### config.mk
export PLATFORM = sky130hd
export DESIGN_NAME = sar_conv_ctrl
export DESIGN_NICKNAME = d
export VERILOG_FILES = /design/src/rtl/sar_pkg.sv /design/src/rtl/sar_acq_timer.sv /design/src/rtl/sar_bit_engine.sv /design/src/rtl/sar_out_latch.sv /design/src/rtl/sar_conv_ctrl.sv
export SDC_FILE = /design/constraint.sdc
export NUM_CORES = 1
export LEC_CHECK = 0
export BUFFER_PORTS_ARGS = -buffer_cell sky130_fd_sc_hd__buf_4
export CAP_MARGIN = 20
export CORE_UTILIZATION = 28
export CTS_BUF_LIST = sky130_fd_sc_hd__clkbuf_2 sky130_fd_sc_hd__clkbuf_4 sky130_fd_sc_hd__clkbuf_8
export DETAILED_ROUTE_END_ITERATION = 16
export MAX_ROUTING_LAYER = met4
export PLACE_DENSITY = 0.55
export SYNTH_ARGS = -nofsm -noshare
export SYNTH_HDL_FRONTEND = slang
export SYNTH_HIERARCHICAL = 1
export SYNTH_SLANG_ARGS = --single-unit
### constraint.sdc
create_clock -name clk -period 1.93 [get_ports clk]
set_input_delay 0.386 -clock clk [delete_from_list [all_inputs] [get_ports clk]]
set_output_delay 0.386 -clock clk [all_outputs]
set_load 0.02 [all_outputs]
### src/rtl/sar_pkg.sv
package sar_pkg;

  typedef enum logic {
    PH_ACQ  = 1'b0,
    PH_CONV = 1'b1
  } sar_phase_e;

  // One decision: keep the probed bit when the comparator is high.
  function automatic logic [31:0] decide(input logic [31:0] code,
                                         input logic [31:0] probe,
                                         input logic        above);
    return above ? (code | probe) : code;
  endfunction

  // Code presented to the DAC: decided bits plus the bit under trial.
  function automatic logic [31:0] trial_of(input logic [31:0] code,
                                           input logic [31:0] probe);
    return code | probe;
  endfunction

endpackage

### src/rtl/sar_acq_timer.sv
module sar_acq_timer #(
  parameter int ACQ_CYCLES = 8
) (
  input  logic clk,
  input  logic rst_n,
  input  logic clr_i,
  output logic acq_ok_o
);
  localparam int CW  = (ACQ_CYCLES < 2) ? 1 : $clog2(ACQ_CYCLES);
  localparam int LIM = (ACQ_CYCLES < 1) ? 0 : ACQ_CYCLES - 1;

  logic [CW-1:0] cnt_q;

  always_ff @(posedge clk or negedge rst_n) begin
    if (!rst_n)                cnt_q <= '0;
    else if (clr_i)            cnt_q <= '0;
    else if (cnt_q != CW'(LIM)) cnt_q <= cnt_q + CW'(1);
  end

  assign acq_ok_o = (cnt_q == CW'(LIM));

  AST_ACQ_CNT_BOUND: assert property (@(posedge clk) disable iff (!rst_n)
    int'(cnt_q) <= LIM);
  AST_ACQ_CLR_RESTART: assert property (@(posedge clk) disable iff (!rst_n)
    clr_i |=> (cnt_q == '0));
endmodule

### src/rtl/sar_bit_engine.sv
module sar_bit_engine
  import sar_pkg::*;
#(
  parameter int NBITS = 12
) (
  input  logic             clk,
  input  logic             rst_n,
  input  logic             load_i,
  input  logic             step_i,
  input  logic             cmp_i,
  output logic [NBITS-1:0] trial_o,
  output logic             last_o,
  output logic [NBITS-1:0] final_o
);
  localparam logic [NBITS-1:0] TOP_HOT = NBITS'(1) << (NBITS - 1);

  logic [NBITS-1:0] code_q;
  logic [NBITS-1:0] probe_q;
  logic [NBITS-1:0] code_nx;
  logic [31:0]      dec_w;
  logic [31:0]      tri_w;

  always_comb begin
    dec_w   = decide(32'(code_q), 32'(probe_q), cmp_i);
    tri_w   = trial_of(32'(code_q), 32'(probe_q));
    code_nx = dec_w[NBITS-1:0];
    trial_o = tri_w[NBITS-1:0];
  end

  always_ff @(posedge clk or negedge rst_n) begin
    if (!rst_n) begin
      code_q  <= '0;
      probe_q <= '0;
    end else if (load_i) begin
      code_q  <= '0;
      probe_q <= TOP_HOT;
    end else if (step_i) begin
      code_q  <= code_nx;
      probe_q <= probe_q >> 1;
    end
  end

  assign last_o  = probe_q[0];
  assign final_o = code_nx;

  AST_PROBE_ONEHOT0: assert property (@(posedge clk) disable iff (!rst_n)
    $onehot0(probe_q));
  AST_LOAD_TOP_TRIAL: assert property (@(posedge clk) disable iff (!rst_n)
    load_i |=> (trial_o == TOP_HOT));
  AST_STEP_ONE_PROBE: assert property (@(posedge clk) disable iff (!rst_n)
    (step_i && !last_o) |=> ($countones(probe_q) == 1));
  AST_DECIDED_STAY: assert property (@(posedge clk) disable iff (!rst_n)
    (step_i && !load_i) |=> ((code_q & $past(code_q)) == $past(code_q)));
endmodule

### src/rtl/sar_out_latch.sv
module sar_out_latch #(
  parameter int NBITS = 12
) (
  input  logic             clk,
  input  logic             rst_n,
  input  logic             load_i,
  input  logic [NBITS-1:0] d_i,
  output logic [NBITS-1:0] q_o
);
  always_ff @(posedge clk or negedge rst_n) begin
    if (!rst_n)      q_o <= '0;
    else if (load_i) q_o <= d_i;
  end

  AST_LATCH_LOADS: assert property (@(posedge clk) disable iff (!rst_n)
    load_i |=> (q_o == $past(d_i)));
  AST_LATCH_KEEPS: assert property (@(posedge clk) disable iff (!rst_n)
    !load_i |=> $stable(q_o));
endmodule

### src/rtl/sar_conv_ctrl.sv
module sar_conv_ctrl
  import sar_pkg::*;
#(
  parameter int NBITS      = 12,
  parameter int ACQ_CYCLES = 8
) (
  input  logic             clk,
  input  logic             rst_n,
  input  logic             sel_i,
  input  logic             start_i,
  input  logic             cmp_i,
  output logic [NBITS-1:0] trial_o,
  output logic             sample_o,
  output logic             zero_o,
  output logic             busy_o,
  output logic [NBITS-1:0] result_o
);
  sar_phase_e       phase_q;
  logic             pend_q;
  logic             req_w;
  logic             in_acq_w;
  logic             acq_ok_w;
  logic             conv_go_w;
  logic             step_w;
  logic             last_w;
  logic             done_w;
  logic [NBITS-1:0] final_w;

  assign req_w     = sel_i & start_i;
  assign in_acq_w  = (phase_q == PH_ACQ);
  assign conv_go_w = in_acq_w & (pend_q | req_w) & acq_ok_w;
  assign step_w    = ~in_acq_w;
  assign done_w    = step_w & last_w;

  always_ff @(posedge clk or negedge rst_n) begin
    if (!rst_n) begin
      phase_q <= PH_ACQ;
      pend_q  <= 1'b0;
    end else begin
      if (conv_go_w)   phase_q <= PH_CONV;
      else if (done_w) phase_q <= PH_ACQ;
      if (!in_acq_w || conv_go_w) pend_q <= 1'b0;
      else if (req_w)             pend_q <= 1'b1;
    end
  end

  sar_acq_timer #(.ACQ_CYCLES(ACQ_CYCLES)) u_timer (
    .clk      (clk),
    .rst_n    (rst_n),
    .clr_i    (step_w),
    .acq_ok_o (acq_ok_w)
  );

  sar_bit_engine #(.NBITS(NBITS)) u_engine (
    .clk     (clk),
    .rst_n   (rst_n),
    .load_i  (conv_go_w),
    .step_i  (step_w),
    .cmp_i   (cmp_i),
    .trial_o (trial_o),
    .last_o  (last_w),
    .final_o (final_w)
  );

  sar_out_latch #(.NBITS(NBITS)) u_latch (
    .clk    (clk),
    .rst_n  (rst_n),
    .load_i (done_w),
    .d_i    (final_w),
    .q_o    (result_o)
  );

  assign sample_o = in_acq_w;
  assign zero_o   = in_acq_w;
  assign busy_o   = ~in_acq_w | pend_q;

  AST_BUSY_NEEDS_REQ: assert property (@(posedge clk) disable iff (!rst_n)
    $rose(busy_o) |-> $past(sel_i && start_i));
  AST_NO_RETRIGGER: assert property (@(posedge clk) disable iff (!rst_n)
    (!in_acq_w && req_w && !done_w) |=> (!pend_q && !sample_o));
  AST_HOLD_AFTER_ACQ: assert property (@(posedge clk) disable iff (!rst_n)
    $fell(sample_o) |-> $past(acq_ok_w));
  AST_RESULT_STEADY: assert property (@(posedge clk) disable iff (!rst_n)
    (busy_o && $past(busy_o)) |-> $stable(result_o));
  AST_BUSY_ENDS_AT_LOAD: assert property (@(posedge clk) disable iff (!rst_n)
    done_w |=> (!busy_o && sample_o && zero_o));
endmodule

## Word level (Yosys, flattened, before mapping)

Index checks and enable logic that the tools add are counted.

| word-level totals | value |
|---|---|
| flip-flop bits (word level) | 41 |
| input port bits | 5 |
| word-level logic and storage cells | 33 |

| operators by class | value |
|---|---|
| add/subtract/negate cells | 1 |
| eq/ne operators | 2 |
| mux-type cells | 11 |
| bitwise gates (word level) | 8 |
| reductions and logical operators | 5 |

Operators with widths:

| kind | number |
|---|---|
| two-way mux 12 bit | 5 |
| OR 12 bit | 1 |
| nonzero test 2 bit | 4 |
| two-way mux 3 bit | 2 |
| AND 1 bit | 4 |
| two-way mux 1 bit | 4 |
| adder 3 x 1 -> 3 bit, second input constant | 1 |
| equality test 3 bit, second input constant | 1 |
| != test 3 bit, second input constant | 1 |
| OR 1 bit | 2 |
| logical OR 1 bit | 1 |
| NOT 1 bit | 1 |

## Logic depth before layout (Yosys ltp)

Gate-level depths: netlist (run 1).

| logic depth | value |
|---|---|
| depth in word-level cells | 6 |
| gate-level depth with buffers | 6 |
| depth with buffers taken out | 5 |

## Hierarchy

The synthesis (run 1) kept the hierarchy.

Modules (own cells, without submodules):

| module | times used | cells an instance | area each (um^2) | sequential area each (um^2) |
|---|---|---|---|---|
| sar_bit_engine | 1 | 103 | 1116.1 | 600.6 |
| sar_out_latch | 1 | 25 | 484.2 | 300.3 |
| sar_acq_timer | 1 | 11 | 140.1 | 75.1 |
| sar_conv_ctrl | 1 | 11 | 118.9 | 50.0 |

## Least setup slack after synthesis (run 1)

Ideal clock, no wire load.

| timing | value |
|---|---|
| path type | reg2reg |
| start point | register u_timer.cnt_q[0] |
| end point | register u_engine.code_q[0] |
| setup time | 121 ps |
| data arrival time | 1350 ps |
| required time | 1809 ps |
| slack | 459 ps |
| stages on the path, launching flop included | 7 |
| clock period less this slack | 1471 ps |
| cell sequence | dfrtp_1 -> ha_1 -> ha_1 -> nand2b_4 -> nor2_1 -> buf_2 -> nor2_1 |

| between the ends | value |
|---|---|
| word-level cells in the longest chain between the ends | 3 |
| elaborated cells on any way between the ends | 4 |
| classes of those cells | eq/ne (1); mux (1); bitwise (1); reduce/logical (1) |

RTL lines:

| what | RTL line | RTL |
|---|---|---|
| from (decl) | sar_acq_timer.sv:12 | `logic [CW-1:0] cnt_q;` |
| from (signal assigned) | sar_acq_timer.sv:17 | `else if (cnt_q != CW'(LIM)) cnt_q <= cnt_q + CW'(1);` |
| equality test 3 bit (*) | sar_acq_timer.sv:20 | `assign acq_ok_o = (cnt_q == CW'(LIM));` |
| net acq_ok_w | sar_conv_ctrl.sv:22 | `logic acq_ok_w;` |
| AND 1 bit (*) | sar_conv_ctrl.sv:31 | `assign conv_go_w = in_acq_w & (pend_q \| req_w) & acq_ok_w;` |
| net conv_go_w | sar_conv_ctrl.sv:23 | `logic conv_go_w;` |
| two-way mux 12 bit or nonzero test 2 bit (tied branches) | n/a |  |
| to (signal assigned) | sar_bit_engine.sv:38 | `code_q <= code_nx;` |
| to (decl) | sar_bit_engine.sv:17 | `logic [NBITS-1:0] code_q;` |

Mark *: on every way through the listed nets, which the timed path passes. The rest lies on a longest branch.
A chain may end at the register's enable or synchronous reset.

## Worst setup path in the final report (run 1)

| timing | value |
|---|---|
| start point | register u_engine.probe_q[0] |
| end point | output trial_o[0] |

| between the ends | value |
|---|---|
| word-level cells in the longest chain between the ends | 1 |

RTL lines:

| what | RTL line | RTL |
|---|---|---|
| from (decl) | sar_bit_engine.sv:18 | `logic [NBITS-1:0] probe_q;` |
| from (signal assigned) | sar_bit_engine.sv:39 | `probe_q <= probe_q >> 1;` |
| OR 12 bit | sar_pkg.sv:18 | `return code \| probe;` |
| to (decl) | sar_conv_ctrl.sv:12 | `output logic [NBITS-1:0] trial_o,` |

Every way passes these cells.

==> results of run 1 <==
[routing by layer]
metal / share of wire, % / up-vias
met4: 1.3 / 0
li1: - / 578
met3: 4.1 / 5
met2: 47 / 31
met1: 47 / 599
met5: 0 / -
[sequential cells by signal (all words and copies together) (netlist names)]
register          cells
u_timer/cnt_q         3
u_engine/probe_q     12
u_engine/code_q      12
pend_q                1
phase_q               1
u_latch/q_o          12
[cell type report]
class | instances | area [sq um]
timing repair buffer | 34 | 255
multi-input combinational | 98 | 739
clock inverter | 1 | 5.00
fill | 645 | 4160
sequential | 41 | 1030
tap | 77 | 96.3
inverter | 2 | 7.51
clock buffer | 7 | 96.3
[logic make-up (layout without fill, tap and decap cells)]
logic type	Yosys count	after routing	synth area share [%]
AO/OA/AOI/OAI	27	27	10.4
XOR/XNOR	1	1	0.471
adder cells (fa/ha/maj)	2	2	1.35
buffers and inverters	11	44	5.05
flip-flops	41	41	55.2
multiplexers	25	25	16.3
AND/OR/NAND/NOR	43	43	11.2
[per-stage QoR]
stage          util, %  hold slack (ns)
6_report          34.9           0.0676
5_1_grt           34.9           0.0991
4_1_cts           34.9           0.0895
3_5_place_dp      33.3            0.418
3_3_place_gp      33.3            0.415
2_1_floorplan        -           0.0904
[power by group through the flow]
stage,Combinational [mW],Clock [mW],Sequential [mW]
finish,1.98,0.616,1.56
global route,2.14,0.679,1.62
CTS,2.02,0.643,1.57
detailed placement,2.00,0,1.58
global placement,1.98,0,1.57
floorplan,1.25,0,1.65
[Yosys cell counts (all sizes together), types with 2 or more instances]
| master | n |
|---|---|
| dfrtp | 41 |
| nor2 | 27 |
| a21o | 13 |
| mux2i | 13 |
| or2 | 13 |
| a31oi | 12 |
| mux2 | 12 |
| buf | 8 |
| ha | 2 |
| inv | 2 |
[how the worst max path moves through the flow]
| stage | endpoint | slack (ns) | cells past startpoint |
|---|---|---|---|
| CTS | trial_o[11] | 0.31 | 2 |
| floorplan | u_engine/code_q[0] | 0.46 | 6 |
| global route | u_engine/code_q[2] | 0.27 | 6 |
| detailed placement | u_engine/probe_q[11] | 0.41 | 6 |
| global placement | u_engine/probe_q[11] | 0.43 | 6 |
| finish | trial_o[0] | 0.32 | 2 |
==> impl_metrics.tcl, run 1 <==
set metrics [dict create \
    internal_power_mw 2.58 \
    firstDrtPassIters 4 \
    design_area_sq_mm 0.00223 \
    grt_antenna_before_repair 0 \
    cts_root_buffer "clkbuf_8" \
    rsz0062_at_grt "no" \
    slowest_stage "dfrtp_1" \
    synth_ff_type "dfrtp_1" \
    dp.cells 252 \
    period_minus_slack_ns 1.61 \
    final_cells 260 \
    wl_per_cell_um 13.7 \
    cp_top_family "flip-flops" \
    pin_count 32 \
    drive_gt1_share_pct 38.8 \
    fin_nets 189 \
    routed_wirelength_mm 3.57 \
    switching_share_pct 38.0 \
    synth_cell_types 23 \
    start_util_pct 29.1 \
    grt_pass1_vias 1245 \
    critPathLaunch "u_engine/probe_q[0]" \
    seqPwrFrac_pct 37.5 \
    dieWidth_um 83.5 \
    cts_setup_buffers 0 \
    status "finished, final reports clean" \
    diodes 0 \
    yosysTopAreaCell "dfrtp_1" \
    p_per_area_mw_per_mm2 1870 \
    htree_levels 2 \
    pre_cts_slack_ns 0.409 \
    cts.sinks 41 \
    area_delta_synth_final_pct 19.7 \
    clk-insertion-delay-late_ns 0.29 \
    cp-start-kind "flip-flop" \
    leakage_nw 1.16 \
    cp_data_arrival_time_ns 1.22 \
    die_y_um 83.5 \
    grt_max_degree 42 \
    drv_cap 0 \
    hpwl_mm 2.24 \
    r2r-end "u_engine/probe_q[11]" \
    ant_nets 0 \
    clock.fmax_mhz 622 \
    ys_seq_area_share_pct 55.2 \
    slew_headroom_pct 64.9 \
    grt_pass1_wl_mm 5.95 \
    min_path_type "primary input to async pin" \
    path_buf_inv 1 \
    drt_iter0_drc 66 \
    ys_ff_latch 41 \
    met3_usage_pct 2.97 \
    vias 1213 \
    grt-ovfl-total 0 \
    rows 29 \
    layout_common_cells "41 x dfrtp_1, 34 x buf_4, 27 x nor2_1" \
    end_kind "output port" \
    final_common_cell "dfrtp_1" \
    crit_type "flip-flop to output port" \
    ff2ff_setup_slack_ns 0.40 \
    tns_ns 0 \
    async_flop_share_pct 100 \
    power_frac_comb_pct 47.7 \
    final_max_slew_viol_count 0 \
    met2_usage_pct 17.1 \
    netlist_instances 150 \
    synth_top_area_share_pct 55.2 \
    worst_slack_ns 0.322 \
    cts_made_buffers 5 \
    syn-mean-instance-area_sq_um 12.4 \
    clkPwrFrac_pct 14.8 \
    worst_clock_skew_ns 0.00667 \
    coreArea_sq_mm 0.00639 \
    worst-path-max-fanout 6 \
    required_ns 1.54 \
    cpPeakStageDelay_ns 0.44 \
    dieArea_sq_mm 0.00697 \
    synth_area_leaders "dfrtp_1 55%, mux2_4 8.1%, mux2i_1 7.0%, nor2_1 5.5%, a21o_1 5.2%" \
    hold_viol 0 \
    grt_util_all_layers_pct 11.2 \
    met1_usage_pct 14.1 \
    p_sw_mw 1.58 \
    synth_edf_count 0 \
    clk_pin_slew_ns 0.08 \
    io_buffers 31 \
    power_mw 4.16 \
    irDropWorstVdd_v 0.000719 \
    drc_errors 0 \
    routabilityCongestion 0.676 \
    syn_nets 157 \
    top_usage_layer "met2" \
    cts_tree "done" \
    worstMarginPinSlew_ns 0.526 \
    hold_buffers 0 \
    setup_viol 0 \
    crit_chain "or2_2 > buf_4" \
    clockBufferDepth 2 \
    post_cts_resized 0 \
    finalCritPeriodShare_pct 83.3 \
    placed_area_sq_mm 0.00212 \
    viasPerCell 4.67 \
    reg2regPathDepth 6 \
    ys_warn_count 6 \
    syn-cell-area_sq_mm 0.00186 \
    worstReg2RegStart "u_timer/cnt_q[0]" \
]
Note: power is estimated with default switching activity, not from simulation.
==> inputs of run 2 (changes only) <==
- ABC_AREA: not set -> 1
- PLACE_DENSITY: 0.55 -> 0.54
- clock period: 1.93 -> 1.5 ns (I/O delays scaled with it)
==> run 2 against run 1 <==
The run now ends with negative hold slack left. Sequential cell count unchanged. Non-clock buffer count up 4. Clock skew up 0.00086 ns. Final cell count up 30%. Combinational power down 22%. Routed wire length up 15%. Via count up 22%. Critical path depth up 6. Sequential share of layout area down 3.4 points. Power down 3.8%. Largest cell class unchanged.
==> impl_metrics.tcl, run 2 <==
set metrics [dict create \
    final_common_cell "nand2_1" \
    cts_tree "done" \
    cts.sinks 41 \
    pin_count 32 \
    ant_nets 0 \
    diodes 0 \
    syn-mean-instance-area_sq_um 8.55 \
    fillers 699 \
    required_ns 1.68 \
    cp_data_arrival_time_ns 1.60 \
    finalCritPeriodShare_pct 94.4 \
    synth_cell_types 17 \
    syn-cell-area_sq_mm 0.00191 \
    hold_buffers 0 \
    post-route-util_pct 37.2 \
    synth_most_common_cell "nand2_1" \
    grt_pass1_wl_mm 6.35 \
    async_flop_share_pct 100 \
    die_y_um 84.7 \
    placed_area_sq_mm 0.00219 \
    cts_setup_buffers 0 \
    fin_nets 267 \
    wl_per_cell_um 12.2 \
    worst-path-max-fanout 6 \
    worst_clock_skew_ns 0.00753 \
    area_delta_synth_final_pct 25.6 \
    yosysTopAreaCell "dfrtp_1" \
    syn_nets 231 \
    cts_root_buffer "clkbuf_8" \
    hold_viol 24 \
    irDropWorstVdd_v 0.000792 \
    synth_edf_count 0 \
    ff2ff_setup_slack_ns 0.08 \
    routabilityCongestion 0.706 \
    crit_type "flip-flop to flip-flop" \
    clk-insertion-delay-late_ns 0.29 \
    status "finished, violations left" \
    netlist_instances 224 \
    design_area_sq_mm 0.00240 \
    ys_ff_latch 41 \
    final_max_slew_viol_count 0 \
    synth_ff_type "dfrtp_1" \
    grt-ovfl-total 0 \
    hpwl_mm 2.56 \
    synth_top_area_share_pct 53.6 \
    grt_util_all_layers_pct 11.5 \
    grt_max_degree 42 \
    worstMarginPinSlew_ns 0.541 \
    cts_made_buffers 5 \
    dieArea_sq_mm 0.00717 \
    vias 1475 \
    drc_errors 0 \
    synth_area_leaders "dfrtp_1 54%, nand2_1 11%, inv_1 7.8%, o21ai_2 6.4%, nand3_1 4.7%" \
    drive_gt1_share_pct 27.2 \
    violations "negative hold slack" \
    end_kind "flip-flop" \
    drv_cap 0 \
    io_buffers 31 \
    clockBufferDepth 2 \
    ys_warn_count 6 \
    grt_antenna_before_repair 0 \
    clk_pin_slew_ns 0.08 \
    dieWidth_um 84.7 \
    leakage_nw 1.35 \
    p_per_area_mw_per_mm2 1660 \
    start_util_pct 29.6 \
    reg_top3 "u_engine/code_q x12, u_engine/probe_q x12, u_latch/q_o x12" \
    grt_pass1_vias 1348 \
    clock.fmax_mhz 706 \
    period_minus_slack_ns 1.42 \
    setup_viol 0 \
    dp.cells 327 \
    cp-start-kind "flip-flop" \
    slew_headroom_pct 64.0 \
    drt_iter0_drc 104 \
    firstDrtPassIters 6 \
    holdWs_ns -0.0145 \
    post_cts_resized 0 \
    ys_top_cells_by_count "57 x nand2_1, 41 x dfrtp_1, 40 x inv_1, 18 x nand3_1, 14 x o21ai_2" \
    ys_seq_area_share_pct 53.6 \
    rows 29 \
    final_cells 338 \
    htree_levels 2 \
    min_path_type "primary input to async pin" \
    routed_wirelength_mm 4.12 \
    layout_common_cells "57 x nand2_1, 41 x dfrtp_1, 39 x inv_1" \
    viasPerCell 4.36 \
    coreArea_sq_mm 0.00646 \
]
[run 2: changes by cell type in the layout (fill, tap and decap cells not counted), sizes merged, moves of 14 or more]
| cell | change |
|---|---|
| nand2 | +58 |
| o21ai | +24 |
| nor2 | -14 |
| inv | +43 |
| nand3 | +18 |
[run 2: layout make-up]
type	instances	area (sq um)	share of cell area [%]
multi-input cells	128	648	27.0
clock inverters	2	37.5	1.56
repair buffers	38	337	14.0
flip-flops and latches	41	1030	42.7
inverters	46	178	7.39
clock buffers	6	82.6	3.43
well taps	77	96.3	4.01
[run 2: power by group]
group | internal [mW] | switching [mW] | total [mW]
Clock | 0.541 | 0.383 | 0.924
Sequential | 1.37 | 0.157 | 1.52
Combinational | 0.610 | 0.943 | 1.55
[run 2: metal layers]
layer	GRT usage, %	wire length, um
met1	14.5	2030
met3	3.34	174
met5	-	0
met2	17.9	1890
met4	3.70	23
[run 2: kinds of logic (layout without fill, tap and decap cells)]
family	Yosys count	count (layout)	share of synthesized area, %
AOI/OAI and AO/OA	36	36	12.2
adders and majority gates	2	2	1.31
and+or+nand+nor	90	90	19.1
buffers and inverters	55	92	13.9
DFF	41	41	53.6
[run 2: worst max-delay path, stage by stage, from the launching register on]
cell and delay [ns]:
dfrtp_1 0.38, ha_2 0.20, ha_4 0.13, nand3_2 0.08, inv_2 0.08, clkinv_4 0.10
clkbuf_16 0.17, nand3_1 0.10, o21ai_2 0.07
[run 2: through the flow]
step | setup slack [ns] | setup TNS, ns | total power, mW
floorplan | 0.0523 | 0 | 2.57
global placement | 0.0504 | 0 | 3.02
detailed placement | 0.0240 | 0 | 3.04
CTS | 0.00300 | 0 | 3.98
global route | -0.00711 | -0.00711 | 4.26
finish | 0.0842 | 0 | 4.00
[run 2: path summary, 6_finish.rpt]
kind                       depth (start not counted)             start                   to
setup / recovery                                   8  u_timer/cnt_q[0]  u_engine/probe_q[4]
hold / removal                                     1             rst_n     u_timer/cnt_q[0]
setup reg to reg                                   8  u_timer/cnt_q[0]  u_engine/probe_q[4]
hold reg to reg                                    2    u_latch/q_o[4]       u_latch/q_o[4]
max in group asynchronous                          1             rst_n  u_engine/code_q[11]
min in group clk                                   5           start_i               pend_q
==> inputs of run 3 (changes only) <==
- CELL_PAD_IN_SITES_DETAIL_PLACEMENT: not set -> 0
- CELL_PAD_IN_SITES_GLOBAL_PLACEMENT: not set -> 1
- PLACE_DENSITY: 0.54 -> 0.66
==> run 3 against run 2 <==
Non-clock buffer count increased by 1. The run still ends with negative hold slack left. Largest cell class unchanged. Combinational power about the same. Sequential share of layout area increased by 0.75 points. First-iteration DRC count decreased by 14%. Routed wire length about the same. Setup slack improved by 0.030 ns. Clock skew decreased by 0.0027 ns. Core utilization decreased by 0.64 points. Maximum frequency increased by 2.2%. Power decreased by 3.9%.
==> impl_metrics.tcl, run 3 (synthesis results as in run 2) <==
set metrics [dict create \
    regArea_sq_mm 0.00103 \
    area_delta_synth_final_pct 23.5 \
    rsz0062_at_grt "no" \
    reg_top3 "u_engine/code_q x12, u_engine/probe_q x12, u_latch/q_o x12" \
    fillers 676 \
    design_area_sq_mm 0.00236 \
    clkPwrFrac_pct 20.8 \
    clockBufferDepth 2 \
    cpPeakStageDelay_ns 0.41 \
    pin_count 32 \
    switching_share_pct 38.2 \
    worst-path-max-fanout 8 \
    p_sw_mw 1.47 \
    coreArea_sq_mm 0.00646 \
    slew_headroom_pct 64.4 \
    violations "negative hold slack" \
    routabilityCongestion 0.740 \
    leakage_nw 1.34 \
    io_buffers 31 \
    crit_chain "ha_2 > ha_2 > nand3_2 > inv_1 > inv_4 > clkbuf_16 > o21ai_0 > nor2_1" \
    worst_clock_skew_ns 0.00486 \
    cp_data_arrival_time_ns 1.61 \
    hold_viol 26 \
    slowest_stage "dfrtp_1" \
    grt_antenna_before_repair 0 \
    grt_util_all_layers_pct 13.0 \
    holdWs_ns -0.0119 \
    power_frac_comb_pct 39.7 \
    seqPwrFrac_pct 39.6 \
    hpwl_mm 2.71 \
    path_common_cell "ha_2" \
    worstMarginPinSlew_ns 0.533 \
    viasPerCell 4.40 \
    wl_per_cell_um 12.1 \
    vias 1492 \
    hold_buffers 0 \
    period_minus_slack_ns 1.39 \
    cp-start-kind "flip-flop" \
    min_path_type "primary input to async pin" \
    firstDrtPassIters 6 \
    drive_gt1_share_pct 27.1 \
    grt-ovfl-total 0 \
    dieArea_sq_mm 0.00717 \
    status "finished, violations left" \
    p_per_area_mw_per_mm2 1630 \
    final_max_slew_viol_count 0 \
    tns_ns 0 \
    cts_tree "done" \
    setup_viol 0 \
    routed_wirelength_mm 4.12 \
    required_ns 1.73 \
    final_common_cell "nand2_1" \
    layout_common_cells "57 x nand2_1, 41 x dfrtp_1, 40 x inv_1" \
    crit_type "flip-flop to flip-flop" \
    grt_pass1_vias 1489 \
    drt_iter0_drc 89 \
    cts_setup_buffers 0 \
    path_buf_inv 3 \
    clk_pin_slew_ns 0.08 \
    ant_nets 0 \
    rows 29 \
    internal_power_mw 2.38 \
    grt_max_degree 42 \
    clock.fmax_mhz 722 \
    htree_levels 2 \
    diodes 0 \
    dieWidth_um 84.7 \
    finalCritPeriodShare_pct 92.4 \
    grt_pass1_wl_mm 7.02 \
    cts_root_buffer "clkbuf_8" \
    drc_errors 0 \
    pre_cts_slack_ns -0.00425 \
    end_kind "flip-flop" \
    clk-insertion-delay-late_ns 0.29 \
    post-route-util_pct 36.6 \
    die_y_um 84.7 \
    cp_top_family "flip-flops" \
    cts_made_buffers 5 \
    worst_slack_ns 0.114 \
    multiInputGateArea_sq_um 638 \
    fin_nets 268 \
    cts.sinks 41 \
    drv_cap 0 \
    start_util_pct 29.6 \
    placed_area_sq_mm 0.00222 \
    irDropWorstVdd_v 0.000762 \
]
[run 3: changes by cell type in the layout (fill, tap and decap cells not counted), sizes merged]
cell,delta
buf,+2
bufinv,-1
clkinvlp,-1
inv,+1
[run 3: stage by stage]
stage	instances	total power [mW]
2_1_floorplan	224	2.57
3_3_place_gp	330	3.04
3_5_place_dp	330	3.06
4_1_cts	338	3.89
5_1_grt	339	4.14
6_report	339	3.84
[run 3: final cells by class]
type,instances,share of cell area (%)
sequential,41,43.4
multi-input combinational,128,27.0
timing repair buffer,39,13.8
inverter,46,7.41
clock buffer,7,4.08
tap,77,4.08
clock inverter,1,0.212
[run 3: path summary, 6_finish.rpt]
| kind | start | end | slack (ns) | depth (start not counted) |
|---|---|---|---|---|
| max | u_timer/cnt_q[0] | u_engine/code_q[8] | 0.11 | 8 |
| min | rst_n | u_latch/q_o[5] | -0.01 | 1 |
| max reg2reg | u_timer/cnt_q[0] | u_engine/code_q[8] | 0.11 | 8 |
| min reg2reg | u_latch/q_o[3] | u_latch/q_o[3] | 0.48 | 2 |
| max in group asynchronous | rst_n | u_engine/probe_q[2] | 1.15 | 1 |
| min in group clk | start_i | pend_q | 0.37 | 5 |
[run 3: worst register-to-register path, stage by stage, from the launching register on]
cell	delay, ns
dfrtp_1	0.41
ha_2	0.19
ha_2	0.17
nand3_2	0.07
inv_1	0.06
inv_4	0.11
clkbuf_16	0.16
o21ai_0	0.07
nor2_1	0.09
[run 3: routing by layer]
metal  wire length [um]  track usage [%]
met4                 44             5.39
met5                  0                -
met1               1960             15.7
met2               1980             21.2
met3                126             2.65
[run 3: what timing repair did]
action	in CTS	in global routing
gates cloned	0	1
endpoints found under the setup margin	11	24
pin swaps	0	1
resized for setup	1	5
[run 3: power groups by stage]
stage                     sequential [mW]  clock, mW  combinational, mW
after floorplan                      1.73          0              0.839
after global placement               1.53          0               1.51
after detailed placement             1.54          0               1.52
after CTS                            1.52      0.836               1.53
after global routing                 1.56      0.882               1.70
final                                1.52      0.799               1.52
